[src/rtl/aff_pkg.sv]
package aff_pkg;
  timeunit 1ns;
  timeprecision 1ps;

  typedef enum logic {Q_TX = 1'b0, Q_RX = 1'b1} queue_kind_e;

  // Usable depth from the mode bit and the stored frame width.
  function automatic int unsigned eff_depth(input logic big, input int unsigned width,
                                            input int unsigned max_d, input int unsigned small_d);
    if (!big)             return small_d;
    else if (width <= 8)  return max_d;
    else if (width <= 16) return max_d / 2;
    else                  return max_d / 4;
  endfunction
endpackage

[src/rtl/aff_depth_cfg.sv]
module aff_depth_cfg #(
  parameter int SIZE_W      = 6,
  parameter int CNT_W       = 6,
  parameter int MAX_DEPTH   = 32,
  parameter int SMALL_DEPTH = 4,
  parameter int MAX_FRAME   = 32,
  parameter int RESET_SIZE  = 4
) (
  input  logic              clk,
  input  logic              rst,
  input  logic              cfg_we,
  input  logic              cfg_big,
  input  logic [SIZE_W-1:0] cfg_size,
  output logic [CNT_W-1:0]  depth_q,
  output logic [CNT_W-1:0]  depth_d
);
  timeunit 1ns;
  timeprecision 1ps;

  localparam logic [SIZE_W:0] FRAME_LIM = (SIZE_W+1)'(MAX_FRAME);

  logic [SIZE_W-1:0] size_q, size_d;
  logic              big_q, big_d;

  always_comb begin
    size_d = size_q;
    big_d  = big_q;
    if (cfg_we) begin
      big_d = cfg_big;
      if ({1'b0, cfg_size} <= FRAME_LIM) size_d = cfg_size;
    end
    depth_d = CNT_W'(aff_pkg::eff_depth(big_d, 32'(size_d), MAX_DEPTH, SMALL_DEPTH));
  end

  always_ff @(posedge clk) begin
    if (rst) begin
      size_q  <= SIZE_W'(RESET_SIZE);
      big_q   <= 1'b0;
      depth_q <= CNT_W'(SMALL_DEPTH);
    end else begin
      size_q  <= size_d;
      big_q   <= big_d;
      depth_q <= depth_d;
    end
  end

  // an out-of-range width leaves the stored width alone
  p_size_reject_r3: assert property (@(posedge clk) disable iff (rst)
    (cfg_we && ({1'b0, cfg_size} > FRAME_LIM)) |=> (size_q == $past(size_q)));

  // the active depth is one of the legal sizes
  p_depth_legal_r2: assert property (@(posedge clk) disable iff (rst)
    ($countones(depth_q) == 1) && (depth_q >= CNT_W'(SMALL_DEPTH)));
endmodule

[src/rtl/aff_store.sv]
module aff_store #(
  parameter int DATA_W = 32,
  parameter int DEPTH  = 32,
  parameter int ADDR_W = 5
) (
  input  logic              clk,
  input  logic              rst,
  input  logic              wr_en,
  input  logic [ADDR_W-1:0] wr_addr,
  input  logic [DATA_W-1:0] wr_data,
  input  logic              rd_en,
  input  logic              rd_hit,
  input  logic [ADDR_W-1:0] rd_addr,
  output logic [DATA_W-1:0] rd_data
);
  timeunit 1ns;
  timeprecision 1ps;

  logic [DATA_W-1:0] mem [DEPTH];
  logic [DATA_W-1:0] rd_q;
  logic              zero_q;

  always_ff @(posedge clk) begin
    if (wr_en) mem[wr_addr] <= wr_data;
    if (rd_en) rd_q <= mem[rd_addr];
  end

  // A read of an empty queue is masked to zero.
  always_ff @(posedge clk) begin
    if (rst)        zero_q <= 1'b1;
    else if (rd_en) zero_q <= ~rd_hit;
  end

  assign rd_data = zero_q ? '0 : rd_q;

  // an empty read yields zero
  p_zero_on_empty_r9: assert property (@(posedge clk) disable iff (rst)
    (rd_en && !rd_hit) |=> (rd_data == '0));
endmodule

[src/rtl/aff_occupancy.sv]
module aff_occupancy #(
  parameter int                  CNT_W     = 6,
  parameter int                  ADDR_W    = 5,
  parameter int                  MAX_DEPTH = 32,
  parameter aff_pkg::queue_kind_e KIND     = aff_pkg::Q_RX
) (
  input  logic              clk,
  input  logic              rst,
  input  logic              push,
  input  logic              pop,
  input  logic              flush,
  input  logic [CNT_W-1:0]  depth_q,
  input  logic [CNT_W-1:0]  depth_d,
  output logic              wr_en,
  output logic [ADDR_W-1:0] wr_ptr,
  output logic [ADDR_W-1:0] rd_ptr,
  output logic              pop_ok,
  output logic [CNT_W-1:0]  level,
  output logic              empty,
  output logic              almost_full,
  output logic              full,
  output logic              overflow
);
  timeunit 1ns;
  timeprecision 1ps;

  logic [CNT_W-1:0]  cnt_q, cnt_d;
  logic [ADDR_W-1:0] wp_q, rp_q;
  logic              push_ok, reject;

  always_comb begin
    pop_ok  = pop & ~flush & (cnt_q != '0);
    push_ok = push & ~flush & ((cnt_q < depth_q) | (pop_ok & (cnt_q == depth_q)));
    reject  = push & ~flush & ~push_ok;
    if (flush) cnt_d = '0;
    else       cnt_d = cnt_q + CNT_W'(push_ok) - CNT_W'(pop_ok);
  end

  always_ff @(posedge clk) begin
    if (rst) begin
      cnt_q       <= '0;
      wp_q        <= '0;
      rp_q        <= '0;
      empty       <= 1'b1;
      full        <= 1'b0;
      almost_full <= 1'b0;
    end else begin
      cnt_q       <= cnt_d;
      empty       <= (cnt_d == '0);
      full        <= (cnt_d >= depth_d);
      almost_full <= (cnt_d == depth_d - CNT_W'(1));
      if (flush) begin
        wp_q <= '0;
        rp_q <= '0;
      end else begin
        if (push_ok) wp_q <= wp_q + ADDR_W'(1);
        if (pop_ok)  rp_q <= rp_q + ADDR_W'(1);
      end
    end
  end

  assign wr_en  = push_ok;
  assign wr_ptr = wp_q;
  assign rd_ptr = rp_q;
  assign level  = cnt_q;

  generate
    if (KIND == aff_pkg::Q_RX) begin : g_rx_flag
      logic ovf_q;
      always_ff @(posedge clk) begin
        if (rst)         ovf_q <= 1'b0;
        else if (flush)  ovf_q <= 1'b0;
        else if (reject) ovf_q <= 1'b1;
        else if (pop)    ovf_q <= 1'b0;
      end
      assign overflow = ovf_q;

      // a refused receive push raises the flag
      p_ovf_set_r7: assert property (@(posedge clk) disable iff (rst)
        (push && full && !pop && !flush) |=> overflow);
      // a read with no refused push clears it
      p_ovf_clear_r8: assert property (@(posedge clk) disable iff (rst)
        (pop && !push && !flush) |=> !overflow);
    end else begin : g_tx_flag
      assign overflow = 1'b0;
    end
  endgenerate

  // a push into a full queue leaves the level alone
  p_drop_full_r6: assert property (@(posedge clk) disable iff (rst)
    (push && full && !pop && !flush) |=> (level == $past(level)));
  // flush empties the queue
  p_flush_empty_r10: assert property (@(posedge clk) disable iff (rst)
    flush |=> (empty && (level == '0) && !full));
  // an empty read without a write keeps the queue empty
  p_empty_pop_r9: assert property (@(posedge clk) disable iff (rst)
    (empty && pop && !push && !flush) |=> empty);
  // occupancy never exceeds the storage
  p_level_bound_r12: assert property (@(posedge clk) disable iff (rst)
    level <= CNT_W'(MAX_DEPTH));
endmodule

[src/rtl/adaptive_frame_fifo.sv]
module adaptive_frame_fifo #(
  parameter int                   DATA_W      = 32,
  parameter int                   MAX_DEPTH   = 32,
  parameter int                   SMALL_DEPTH = 4,
  parameter int                   SIZE_W      = 6,
  parameter int                   MAX_FRAME   = 32,
  parameter aff_pkg::queue_kind_e KIND        = aff_pkg::Q_RX,
  parameter int                   CNT_W       = $clog2(MAX_DEPTH) + 1
) (
  input  logic              clk,
  input  logic              rst,
  input  logic              cfg_we,
  input  logic              cfg_big,
  input  logic [SIZE_W-1:0] cfg_size,
  input  logic              flush,
  input  logic              push_valid,
  input  logic [DATA_W-1:0] push_data,
  input  logic              pop_valid,
  output logic [DATA_W-1:0] pop_data,
  output logic              rd_valid,
  output logic [CNT_W-1:0]  level,
  output logic [CNT_W-1:0]  depth,
  output logic              empty,
  output logic              almost_full,
  output logic              full,
  output logic              overflow
);
  timeunit 1ns;
  timeprecision 1ps;

  localparam int ADDR_W = $clog2(MAX_DEPTH);

  logic [CNT_W-1:0]  depth_q, depth_d;
  logic              wr_en, pop_ok, rd_en;
  logic [ADDR_W-1:0] wr_ptr, rd_ptr;

  aff_depth_cfg #(
    .SIZE_W(SIZE_W), .CNT_W(CNT_W), .MAX_DEPTH(MAX_DEPTH),
    .SMALL_DEPTH(SMALL_DEPTH), .MAX_FRAME(MAX_FRAME), .RESET_SIZE(SMALL_DEPTH)
  ) u_cfg (
    .clk(clk), .rst(rst), .cfg_we(cfg_we), .cfg_big(cfg_big), .cfg_size(cfg_size),
    .depth_q(depth_q), .depth_d(depth_d)
  );

  aff_occupancy #(
    .CNT_W(CNT_W), .ADDR_W(ADDR_W), .MAX_DEPTH(MAX_DEPTH), .KIND(KIND)
  ) u_occ (
    .clk(clk), .rst(rst), .push(push_valid), .pop(pop_valid), .flush(flush),
    .depth_q(depth_q), .depth_d(depth_d), .wr_en(wr_en), .wr_ptr(wr_ptr),
    .rd_ptr(rd_ptr), .pop_ok(pop_ok), .level(level), .empty(empty),
    .almost_full(almost_full), .full(full), .overflow(overflow)
  );

  assign rd_en = pop_valid & ~flush;

  aff_store #(
    .DATA_W(DATA_W), .DEPTH(MAX_DEPTH), .ADDR_W(ADDR_W)
  ) u_mem (
    .clk(clk), .rst(rst), .wr_en(wr_en), .wr_addr(wr_ptr), .wr_data(push_data),
    .rd_en(rd_en), .rd_hit(pop_ok), .rd_addr(rd_ptr), .rd_data(pop_data)
  );

  always_ff @(posedge clk) begin
    if (rst) rd_valid <= 1'b0;
    else     rd_valid <= rd_en;
  end

  assign depth = depth_q;

  // every read strobe is answered in the next cycle
  p_rd_strobe_r4: assert property (@(posedge clk) disable iff (rst)
    (pop_valid && !flush) |=> rd_valid);
  // full and almost-full are never both set
  p_flags_excl_r5: assert property (@(posedge clk) disable iff (rst)
    !(full && almost_full));
endmodule

[config.mk]
export PLATFORM = sky130hd
export DESIGN_NAME = adaptive_frame_fifo
export DESIGN_NICKNAME = d
export VERILOG_FILES = /design/src/rtl/aff_pkg.sv /design/src/rtl/aff_depth_cfg.sv /design/src/rtl/aff_store.sv /design/src/rtl/aff_occupancy.sv /design/src/rtl/adaptive_frame_fifo.sv
export SDC_FILE = /design/constraint.sdc
export NUM_CORES = 1
export LEC_CHECK = 0
export BUFFER_PORTS_ARGS = -buffer_cell sky130_fd_sc_hd__buf_2
export CAP_MARGIN = 20
export CELL_PAD_IN_SITES_DETAIL_PLACEMENT = 0
export CELL_PAD_IN_SITES_GLOBAL_PLACEMENT = 1
export CORE_ASPECT_RATIO = 0.75
export CORE_MARGIN = 8
export CORE_UTILIZATION = 49
export CTS_BUF_LIST = sky130_fd_sc_hd__clkbuf_16
export DETAILED_ROUTE_END_ITERATION = 7
export GPL_ROUTABILITY_DRIVEN = 0
export PLACE_DENSITY_LB_ADDON = 0.1
export SYNTH_ARGS = -nofsm -noshare
export SYNTH_HDL_FRONTEND = slang
export SYNTH_HIERARCHICAL = 1
export SYNTH_SLANG_ARGS = --single-unit
[constraint.sdc]
create_clock -name clk -period 4 [get_ports clk]
set_input_delay 0 -clock clk [delete_from_list [all_inputs] [get_ports clk]]
set_output_delay 0 -clock clk [all_outputs]
set_load 0.03 [all_outputs]
======== Word level (Yosys, flattened, before mapping) ========
Memory sizes are Yosys's and may differ from the RTL's. A register that Yosys moved wholly into a read port is not among the register bits.
Cells that the tools add are included.
storage, ports and cells
  memories kept ........................... 1
  bits of input ports ..................... 45
  memory bits (writable) .................. 1024
  register bits after elaboration ......... 35
  output and inout port bits .............. 49
operators by class
  bitwise operators ....................... 10
  eq/ne operators ......................... 2
  reductions and logical operators ........ 4
  $add $sub $neg .......................... 5
  muxes and demuxes ....................... 12
  magnitude comparators ................... 5
memory list
  memory     words  width  read ports  clocked after Yosys merged registers in  wr ports  line             source
  u_mem.mem  32     32     1           1                                        1         aff_store.sv:19  logic [DATA_W-1:0] mem [DEPTH];
operators by type and width
  cell                                                                   number
  32-bit 2-to-1 mux                                                      1
  6-bit 2-to-1 mux                                                       5
  6-bit == test                                                          2
  5-bit by 1-bit adder with 5-bit output, second input constant          2
  6-bit by 1-bit adder with 6-bit output                                 1
  1-bit AND                                                              6
  6-bit >= comparator                                                    1
  6-bit by 4-bit <= comparator with 1-bit output, second input constant  1
  6-bit by 5-bit <= comparator with 1-bit output, second input constant  1
  6-bit <= comparator, second input constant                             1
  6-bit logical NOT                                                      1
  6-bit less-than comparator                                             1
  6-bit nonzero test                                                     1
  6-bit by 1-bit subtractor with 6-bit output                            1
  6-bit by 1-bit subtractor with 6-bit output, second input constant     1
  1-bit 2-to-1 mux                                                       5
  5-bit 2-to-1 mux                                                       1
  1-bit NOT                                                              3
  2-bit nonzero test                                                     1
  2-bit OR reduction                                                     1
  1-bit bitwise OR                                                       1

======== Depth between registers and ports, before layout ========
Gate-level depths: netlist (run 1).
  depth in word-level cells ............... 10
  gate-level depth with buffers ........... 20
  depth with buffers taken out ............ 19

======== Hierarchy ========
The synthesis (run 1) kept the hierarchy.
modules (own cells, without submodules)
  module               cells an instance  times used  seq. area each (sq um)  area each (sq um)
  aff_store            2299               1           31730.4                 41088.2
  aff_occupancy        176                1           400.4                   1480.2
  aff_depth_cfg        61                 1           220.2                   515.5
  adaptive_frame_fifo  3                  1           20.0                    38.8

======== Worst setup path after synthesis (run 1) ========
OpenSTA, ideal clock, no wires.
  path type ............................... register to register
  start point ............................. reg u_cfg.depth_q[3]
  end point ............................... mem u_mem.mem[28][0] (enable)
  slack ................................... -177 ps
  stages on the path, launching flop included .. 11
  path buffers ............................ 1
  period minus slack after synthesis ...... 4177 ps
  arrival time ............................ 3756 ps
  cells stage by stage .................... dfxtp_1 > inv_1 > ha_1 > a21o_1 > a21o_1 > a221oi_4 > o21ai_4 > inv_1 > or3b_2 > clkbuf_1 > nor2_1
on the way
  cells in the longest elaborated chain, start to end .. 6
  elaborated cells on any way between the ends .. 7
RTL lines
  what                                                                                line                       source
  start, declared                                                                     aff_depth_cfg.sv:14        output logic [CNT_W-1:0] depth_q,
  start signal, assigned                                                              aff_depth_cfg.sv:39        depth_q <= CNT_W'(SMALL_DEPTH);
  start signal, assigned                                                              aff_depth_cfg.sv:43        depth_q <= depth_d;
  parallel branches: the longest is 2 deep, another holds 6-bit less-than comparator  -
  1-bit bitwise OR *                                                                  aff_occupancy.sv:33        push_ok = push & ~flush & ((cnt_q < depth_q) | (pop_ok & (cnt_q == depth_q)));
  1-bit AND *                                                                         aff_occupancy.sv:33
  via wr_en                                                                           adaptive_frame_fifo.sv:34  logic wr_en, pop_ok, rd_en;
  1-bit 2-to-1 mux *                                                                  aff_store.sv:24            if (wr_en) mem[wr_addr] <= wr_data;
  1-bit 2-to-1 mux (not written as such) *                                            aff_store.sv:24
  end, declared                                                                       aff_store.sv:19
Mark *: on every way through the listed nets, which the timed path passes.

======== Worst setup path after layout (run 1) ========
  start point ............................. reg u_cfg.depth_q[3]
  end point ............................... reg u_occ.full
on the way
  cells in the longest elaborated chain, start to end .. 8
  elaborated cells on any way between the ends .. 9
RTL lines
  what                                                                                line                 source
  parallel branches: the longest is 2 deep, another holds 6-bit less-than comparator  -
  1-bit bitwise OR *                                                                  aff_occupancy.sv:33
  1-bit AND *                                                                         aff_occupancy.sv:33
  6-bit by 1-bit adder with 6-bit output *                                            aff_occupancy.sv:36  else cnt_d = cnt_q + CNT_W'(push_ok) - CNT_W'(pop_ok);
  6-bit by 1-bit subtractor with 6-bit output *                                       aff_occupancy.sv:36
  6-bit 2-to-1 mux *                                                                  aff_occupancy.sv:35  if (flush) cnt_d = '0;
  via u_occ.cnt_d[1]                                                                  aff_occupancy.sv:27  logic [CNT_W-1:0] cnt_q, cnt_d;
  6-bit >= comparator *                                                               aff_occupancy.sv:50  full <= (cnt_d >= depth_d);
  end signal, assigned                                                                aff_occupancy.sv:50
  end, declared                                                                       aff_occupancy.sv:21  output logic full,
Marks and branches as above.
A chain may end at the register's enable or synchronous reset.

==> results of run 1 <==
## per-layer routing
metal | routed length (um) | part of all wire | vias up | GRT usage
li1 | - | - | 10400 | -
met1 | 49700 | 0.46 | 12000 | 0.320
met2 | 49100 | 0.46 | 620 | 0.337
met3 | 6130 | 0.057 | 149 | 0.0372
met4 | 2890 | 0.027 | 2 | 0.0634
met5 | 12 | 0.00011 | - | 0
## report_power, final
group          switching (W)  leakage (nW)  internal, W  total [W]
Clock                0.00410          1.77      0.00573    0.00983
Combinational        0.00134          3.98     0.000726    0.00207
Sequential         0.0000726          9.78       0.0127     0.0128
## flip-flops by register name, indices dropped and copies added (netlist names)
signal,count
u_mem/mem,1024
u_mem/rd_q,32
u_occ/almost_full,1
u_occ/rd_ptr,5
u_mem/zero_q,1
u_occ/overflow,1
u_occ/full,1
u_cfg/big_q,1
u_cfg/size_q,6
u_occ/wr_ptr,5
u_occ/empty,1
u_cfg/depth_q,4
rd_valid,1
u_occ/level,6
## final timing paths
path / slack [ns] / end
worst max-delay path: 0.31 / u_occ/full$_SDFF_PP0_
worst min register to register: 0.62 / u_occ/overflow$_SDFFE_PP0P_
worst min-delay path: 0.24 / u_occ/rd_ptr[1]$_SDFFE_PP0P_
worst max register to register: 0.31 / u_occ/full$_SDFF_PP0_
## placed cells by master (no fill, tap or decap), types with 25 or more instances in the layout
master	count
a21oi_1	108
a22o_1	64
a22oi_1	96
a31oi_1	35
buf_12	30
buf_2	91
buf_4	95
clkbuf_16	109
clkinv_1	26
dfxtp_1	31
dlygate4sd3_1	57
edfxtp_1	1056
inv_1	54
mux2i_1	514
nand2_1	113
nand3_1	104
nor2_1	25
nor2_4	33
nor2b_1	38
nor3_1	40
## logic make-up (layout without fill, tap and decap cells)
| kind of cell | Yosys count | count (layout) | synth area share |
|---|---|---|---|
| compound gates | 326 | 326 | 0.0518 |
| buf+inv | 170 | 495 | 0.0225 |
| xor+xnor | 18 | 18 | 0.00366 |
| other cells | 1 | 9 | 0.0000870 |
| mux | 514 | 514 | 0.119 |
| simple gates | 397 | 397 | 0.0448 |
| flops | 1089 | 1089 | 0.751 |
| fa+ha+maj | 24 | 24 | 0.00714 |
## critical path, delay by kind of cell (launching register included)
family / cells / cell delay [ns]
simple gates: 2 / 0.21
fa+ha+maj: 5 / 1.45
flops: 1 / 0.33
compound gates: 8 / 1.40
buf+inv: 3 / 0.17
## stage by stage
step | area (um2) | setup TNS [ns] | worst slack [ns]
after global placement | 45800 | 0 | 0.193
final | 49800 | 0 | 0.307
after global routing | 49800 | -0.0000751 | -0.0000751
after CTS | 49800 | 0 | 0.208
after detailed placement | 45800 | 0 | 0.238
after floorplan | 43100 | -44.44 | -0.177
## final cells by class
cell class / instances / area, um2 / share of cell area
Clock inverter: 83 / 688 / 0.0138
Multi-Input combinational cell: 1283 / 10100 / 0.202
Timing Repair Buffer: 273 / 2340 / 0.0470
Tap cell: 1152 / 1440 / 0.0290
Inverter: 30 / 113 / 0.00226
Clock buffer: 109 / 2730 / 0.0548
Antenna cell: 5 / 12.5 / 0.000251
Sequential cell: 1089 / 32400 / 0.650
## what timing repair did
item / in CTS / in global routing
setup endpoints to repair: 0 / 2
hold buffers: 57 / 0
endpoints found under the hold margin: 1071 / 0
gates resized for setup: 0 / 1
buffers inserted: 0 / 1
==> results.md, run 1 <==
- Die height: 273 um
- Routed length per instance: 26.8 um
- Mean post-synth cell area: 17.0 um2
- Inst Count DP: 3769
- CTS Root Cell: clkbuf_16
- Worst EP arrival: 4.22 ns
- Hold WC Path Type: input pin to flop
- Vias in the first global route: 23200
- Initial DRC count: 1910
- Reg2reg path depth: 18
- First-pass DRT Iterations: 5
- Most frequent CP cell: ha_1
- Post-layout min period: 3.69 ns
- Max Freq: 271 MHz
- Worst setup EP type: flop
- IO Port Bufs: 91
- Pleak: 15.5 nW
- DRT Wirelength: 108000 um
- Slew Viols, Final: 0
- Hold Worst Slack: 0.239 ns
- Hold Path Cell Cnt: 4
- Post-synth top area share: 0.735
- Period utilisation layout: 0.923
- Pwr per Cell Area: 495 nW/um2
- Synth Warn #: 6
- DRC: 0
- Pwr Total: 0.0246 W
- Post-synth EDFFs: 1056
- Worst EP required: 4.53 ns
- Post-DRT Antenna Nets: 0
- FF-to-FF Start: u_cfg/depth_q[3]$_SDFF_PP0_
- Via count: 23200
- CTS max path bufs: 3
- Largest stage delay on the critical path: 0.44 ns
- Synth unique cells: 55
- Maximum VDD drop: 0.000307 V
- Largest net degree at the start of global routing: 68
- Slowest cell on crit path: fa_2
- Clk_lat worst skew: 0.66 ns
- Num rows: 94
- Fraction of registers with async set/reset: 0
- Layout cells sized above 1: 0.145
- Sinks on Clock Net: 1089
- Largest cells by area after synthesis: edfxtp_1, mux2i_1, a22oi_1, dfxtp_1, a22o_1
- Measured slew at the worst slew-check pin: 1.09 ns
- Finished Layout Cells: 4024
- Avg Vias per Cell: 5.76
- Crit path launch type: flop
- Final net count: 2851
- Cell count after synthesis: 2539
- Crit Path Max Fanout: 3
- Cell Area, Synth: 43100 um2
- Hold Crit Start: pop_valid
- Post-synth top cells: edfxtp_1, mux2i_1, nand2_1
- Max cap viols: 0
- WS Path Type: flop to flop
- Most frequent cell after synthesis: edfxtp_1
- FILL cells: 6770
- First-pass GRT wire length: 157000 um
- Io pins: 94
- Setup crit start: u_cfg/depth_q[3]$_SDFF_PP0_
- GRT overflow: 0
- Initial Util: 0.493
- Initial antenna violation count: 9
- Ys flop type: edfxtp_1
- Core ar.: 87500 um2
- Die area: 97900 um2
- Register area share after synthesis: 0.751
- Die X: 359 um
- Clock transition at the registers of the reported paths: 0.06 ns
- Cts bufs inserted: 105
- Hold Vio Cnt, Final: 0
- Placed wire-length estimate: 64700 um
- Synth area leader: edfxtp_1
- Outcome: finished clean
- Synthesized flop and latch total: 1089
- Synth-to-Final Area Change: 15.4%
- GRT Util Overall: 0.218
- Worst-path cell chain: inv_1, ha_1, a21o_1, a21o_1, a221oi_4, o21ai_4, ha_1, inv_1, ha_1, inv_1, fa_2, nor2_1, ha_1, a21o_1, a21oi_1, nor2b_1, o21ai_0, a211oi_1
- CTS tree: yes
- Layout Skew: 0.0147 ns
- Count of final setup violators: 0
- H-tree depth: 3
- Slew margin rel.: 0.276
- Final core utilization: 0.569
(Power assumes the default switching activity.)
==> run 2, diff against run 1 <==
--- a/config.mk
+++ b/config.mk
@@ -12,7 +12,6 @@
 export CORE_ASPECT_RATIO = 0.75
 export CORE_MARGIN = 8
 export CORE_UTILIZATION = 49
-export CTS_BUF_LIST = sky130_fd_sc_hd__clkbuf_16
 export DETAILED_ROUTE_END_ITERATION = 7
 export GPL_ROUTABILITY_DRIVEN = 0
 export PLACE_DENSITY_LB_ADDON = 0.1
==> run 2 against run 1 <==
  * Design area is essentially flat
  * Fmax barely moved
  * Worst setup slack is essentially flat
  * First-iteration DRC count decreased by 0.58%
  * Sequential power is essentially flat
  * Largest cell class unchanged
  * Non-clock buffer count is the same
  * Critical endpoint unchanged
==> results.md, run 2 (synthesis gave the netlist of run 1 again) <==
- Outcome: finished clean
- Initial antenna violation count: 9 (unchanged)
- Period utilisation layout: 0.923 (about the same)
- Avg Vias per Cell: 5.78 (+0.31%)
- First-pass GRT wire length: 158000 um (about the same)
- Io pins: 94 (unchanged)
- Worst EP required: 4.53 ns (about the same)
- RR Endpoint: u_occ/full$_SDFF_PP0_
- Initial DRC count: 1899 (-0.58%)
- Pwr per Cell Area: 496 nW/um2 (+0.25%)
- Largest Register: u_mem/mem
- R2R Setup Slk: 0.31 ns (about the same)
- Pleak: 15.4 nW (-0.64%)
- Num rows: 94 (unchanged)
- Sinks on Clock Net: 1089 (unchanged)
- Die area: 97900 um2 (unchanged)
- DRT Wirelength: 108000 um (about the same)
- Layout Skew: 0.0149 ns (+0.000250 ns)
- Initial Util: 0.493 (unchanged)
- CP endpoint: u_occ/full$_SDFF_PP0_
- Slew margin rel.: 0.281 (+0.00469)
- Multi-input logic area: 10100 um2 (unchanged)
- First-pass DRT Iterations: 5 (unchanged)
- Core ar.: 87500 um2 (unchanged)
- Pre-CTS WS: 0.238 ns (unchanged)
- Max reg flops: 1024 (unchanged)
- Most frequent cells in the layout: edfxtp_1, mux2i_1, nand2_1, clkbuf_16, a21oi_1
- FF-to-FF Start: u_cfg/depth_q[3]$_SDFF_PP0_
- Worst EP arrival: 4.22 ns (about the same)
- Setup crit start: u_cfg/depth_q[3]$_SDFF_PP0_
- CTS tree: yes
- Reg2reg path depth: 18 (unchanged)
- DRC: 0 (unchanged)
- CTS Root Cell: clkbuf_16
- Largest net degree at the start of global routing: 68 (unchanged)
- Crit Path Max Fanout: 3 (unchanged)
- Most common cell after layout, fill and taps aside: edfxtp_1
- WS Path Type: flop to flop
- Biggest regs: u_mem/mem (1024), u_mem/rd_q (32)
- Pwr Total: 0.0247 W (+0.24%)
- Hold Crit Start: pop_valid
- Clk_lat worst skew: 0.66 ns (about the same)
- Final worst slack: 0.307 ns (+0.0000790 ns)
- Layout cells sized above 1: 0.145 (unchanged)
- IO Port Bufs: 91 (unchanged)
- Maximum VDD drop: 0.000307 V (about the same)
- Measured slew at the worst slew-check pin: 1.08 ns (-0.00704 ns)
- Cts bufs inserted: 105 (unchanged)
- Synth-to-Final Area Change: 15.4% (about the same)
- TNS Setup: 0 ns (unchanged)
- H-tree depth: 3 (unchanged)
- Die X: 359 um (unchanged)
- Max cap viols: 0 (unchanged)
- Vias in the first global route: 23200 (-0.0086%)
- Hold Vio Cnt, Final: 0 (unchanged)
- Hold Worst Slack: 0.239 ns (+0.000238 ns)
- Post-DRT Antenna Nets: 0 (unchanged)
- Clock transition at the registers of the reported paths: 0.06 ns (about the same)
- Die height: 273 um (unchanged)
- Hold WC Path Type: input pin to flop
- Inst Count DP: 3769 (unchanged)
- FILL cells: 6771 (+0.015%)
- Slew Viols, Final: 0 (unchanged)
- Final net count: 2851 (unchanged)
- Placed wire-length estimate: 64700 um (unchanged)
- GRT overflow: 0 (unchanged)
- Count of final setup violators: 0 (unchanged)
- GRT Util Overall: 0.218 (about the same)
- Worst setup EP type: flop
- CTS max path bufs: 3 (unchanged)
- Finished Layout Cells: 4023 (-0.025%)
- Storage element area: 32400 um2 (unchanged)
- Crit path launch type: flop
- Via count: 23200 (+0.29%)
- Routed length per instance: 26.8 um (about the same)
- Post-layout min period: 3.69 ns (-0.0000790 ns)
- Max Freq: 271 MHz (about the same)
## run 2: cell types whose count changed in the layout (fill, tap and decap cells not counted)
cell / before / now
clkbuf_1: 0 / 24
diode_2: 5 / 4
inv_1: 54 / 30
## run 2: metal layers
| metal | wire length, um | vias up | track usage |
|---|---|---|---|
| li1 | - | 10400 | - |
| met1 | 49800 | 12000 | 0.320 |
| met2 | 49000 | 642 | 0.337 |
| met3 | 6070 | 153 | 0.0372 |
| met4 | 2940 | 4 | 0.0634 |
| met5 | 26 | - | 0 |
## run 2: final cells by class
type / count / share of cell area
sequential: 1089 / 0.651
antenna: 4 / 0.000201
clock inverter: 59 / 0.0120
inverter: 30 / 0.00226
multi-input combinational: 1283 / 0.202
timing repair buffer: 273 / 0.0470
clock buffer: 133 / 0.0566
tap: 1152 / 0.0290
## run 2: how the worst min path moves through the flow
stage / end / slack (ns) / depth (start not counted)
final: u_occ/rd_ptr[1]$_SDFFE_PP0P_ / 0.24 / 4
after global placement: u_cfg/size_q[4]$_SDFF_PP0_ / 0.28 / 3
after floorplan: rd_valid$_SDFF_PP0_ / 0.07 / 1
after global routing: u_occ/rd_ptr[1]$_SDFFE_PP0P_ / 0.24 / 4
after detailed placement: u_cfg/size_q[3]$_SDFF_PP0_ / 0.29 / 3
after CTS: u_occ/rd_ptr[1]$_SDFFE_PP0P_ / 0.20 / 4
## run 2: what timing repair did
item | 4_1_cts | 5_1_grt
setup endpoints to repair | 0 | 2
setup buffers | 0 | 1
gates resized for setup | 0 | 1
hold endpoints to repair | 1071 | 0
hold buffers | 57 | 0
## run 2: critical path, stage by stage, from the launching register on
cell	delay [ns]
dfxtp_1	0.33
inv_1	0.05
ha_1	0.28
a21o_1	0.16
a21o_1	0.20
a221oi_4	0.37
o21ai_4	0.10
ha_1	0.28
inv_1	0.04
ha_1	0.19
inv_1	0.08
fa_2	0.44
nor2_1	0.15
ha_1	0.26
a21o_1	0.16
a21oi_1	0.17
nor2b_1	0.06
o21ai_0	0.15
a211oi_1	0.09
## run 2: where the power goes
group          internal, W  leakage, nW  switching, W
combinational     0.000726         3.98       0.00134
clock              0.00579         1.67       0.00409
sequential          0.0127         9.78     0.0000726
total               0.0192         15.4       0.00551
## run 2: through the flow
stage               utilization  instance area [um2]
floorplan                     -                43100
global placement          0.523                45800
detailed placement        0.523                45800
CTS                       0.569                49800
global route              0.569                49800
finish                    0.569                49800
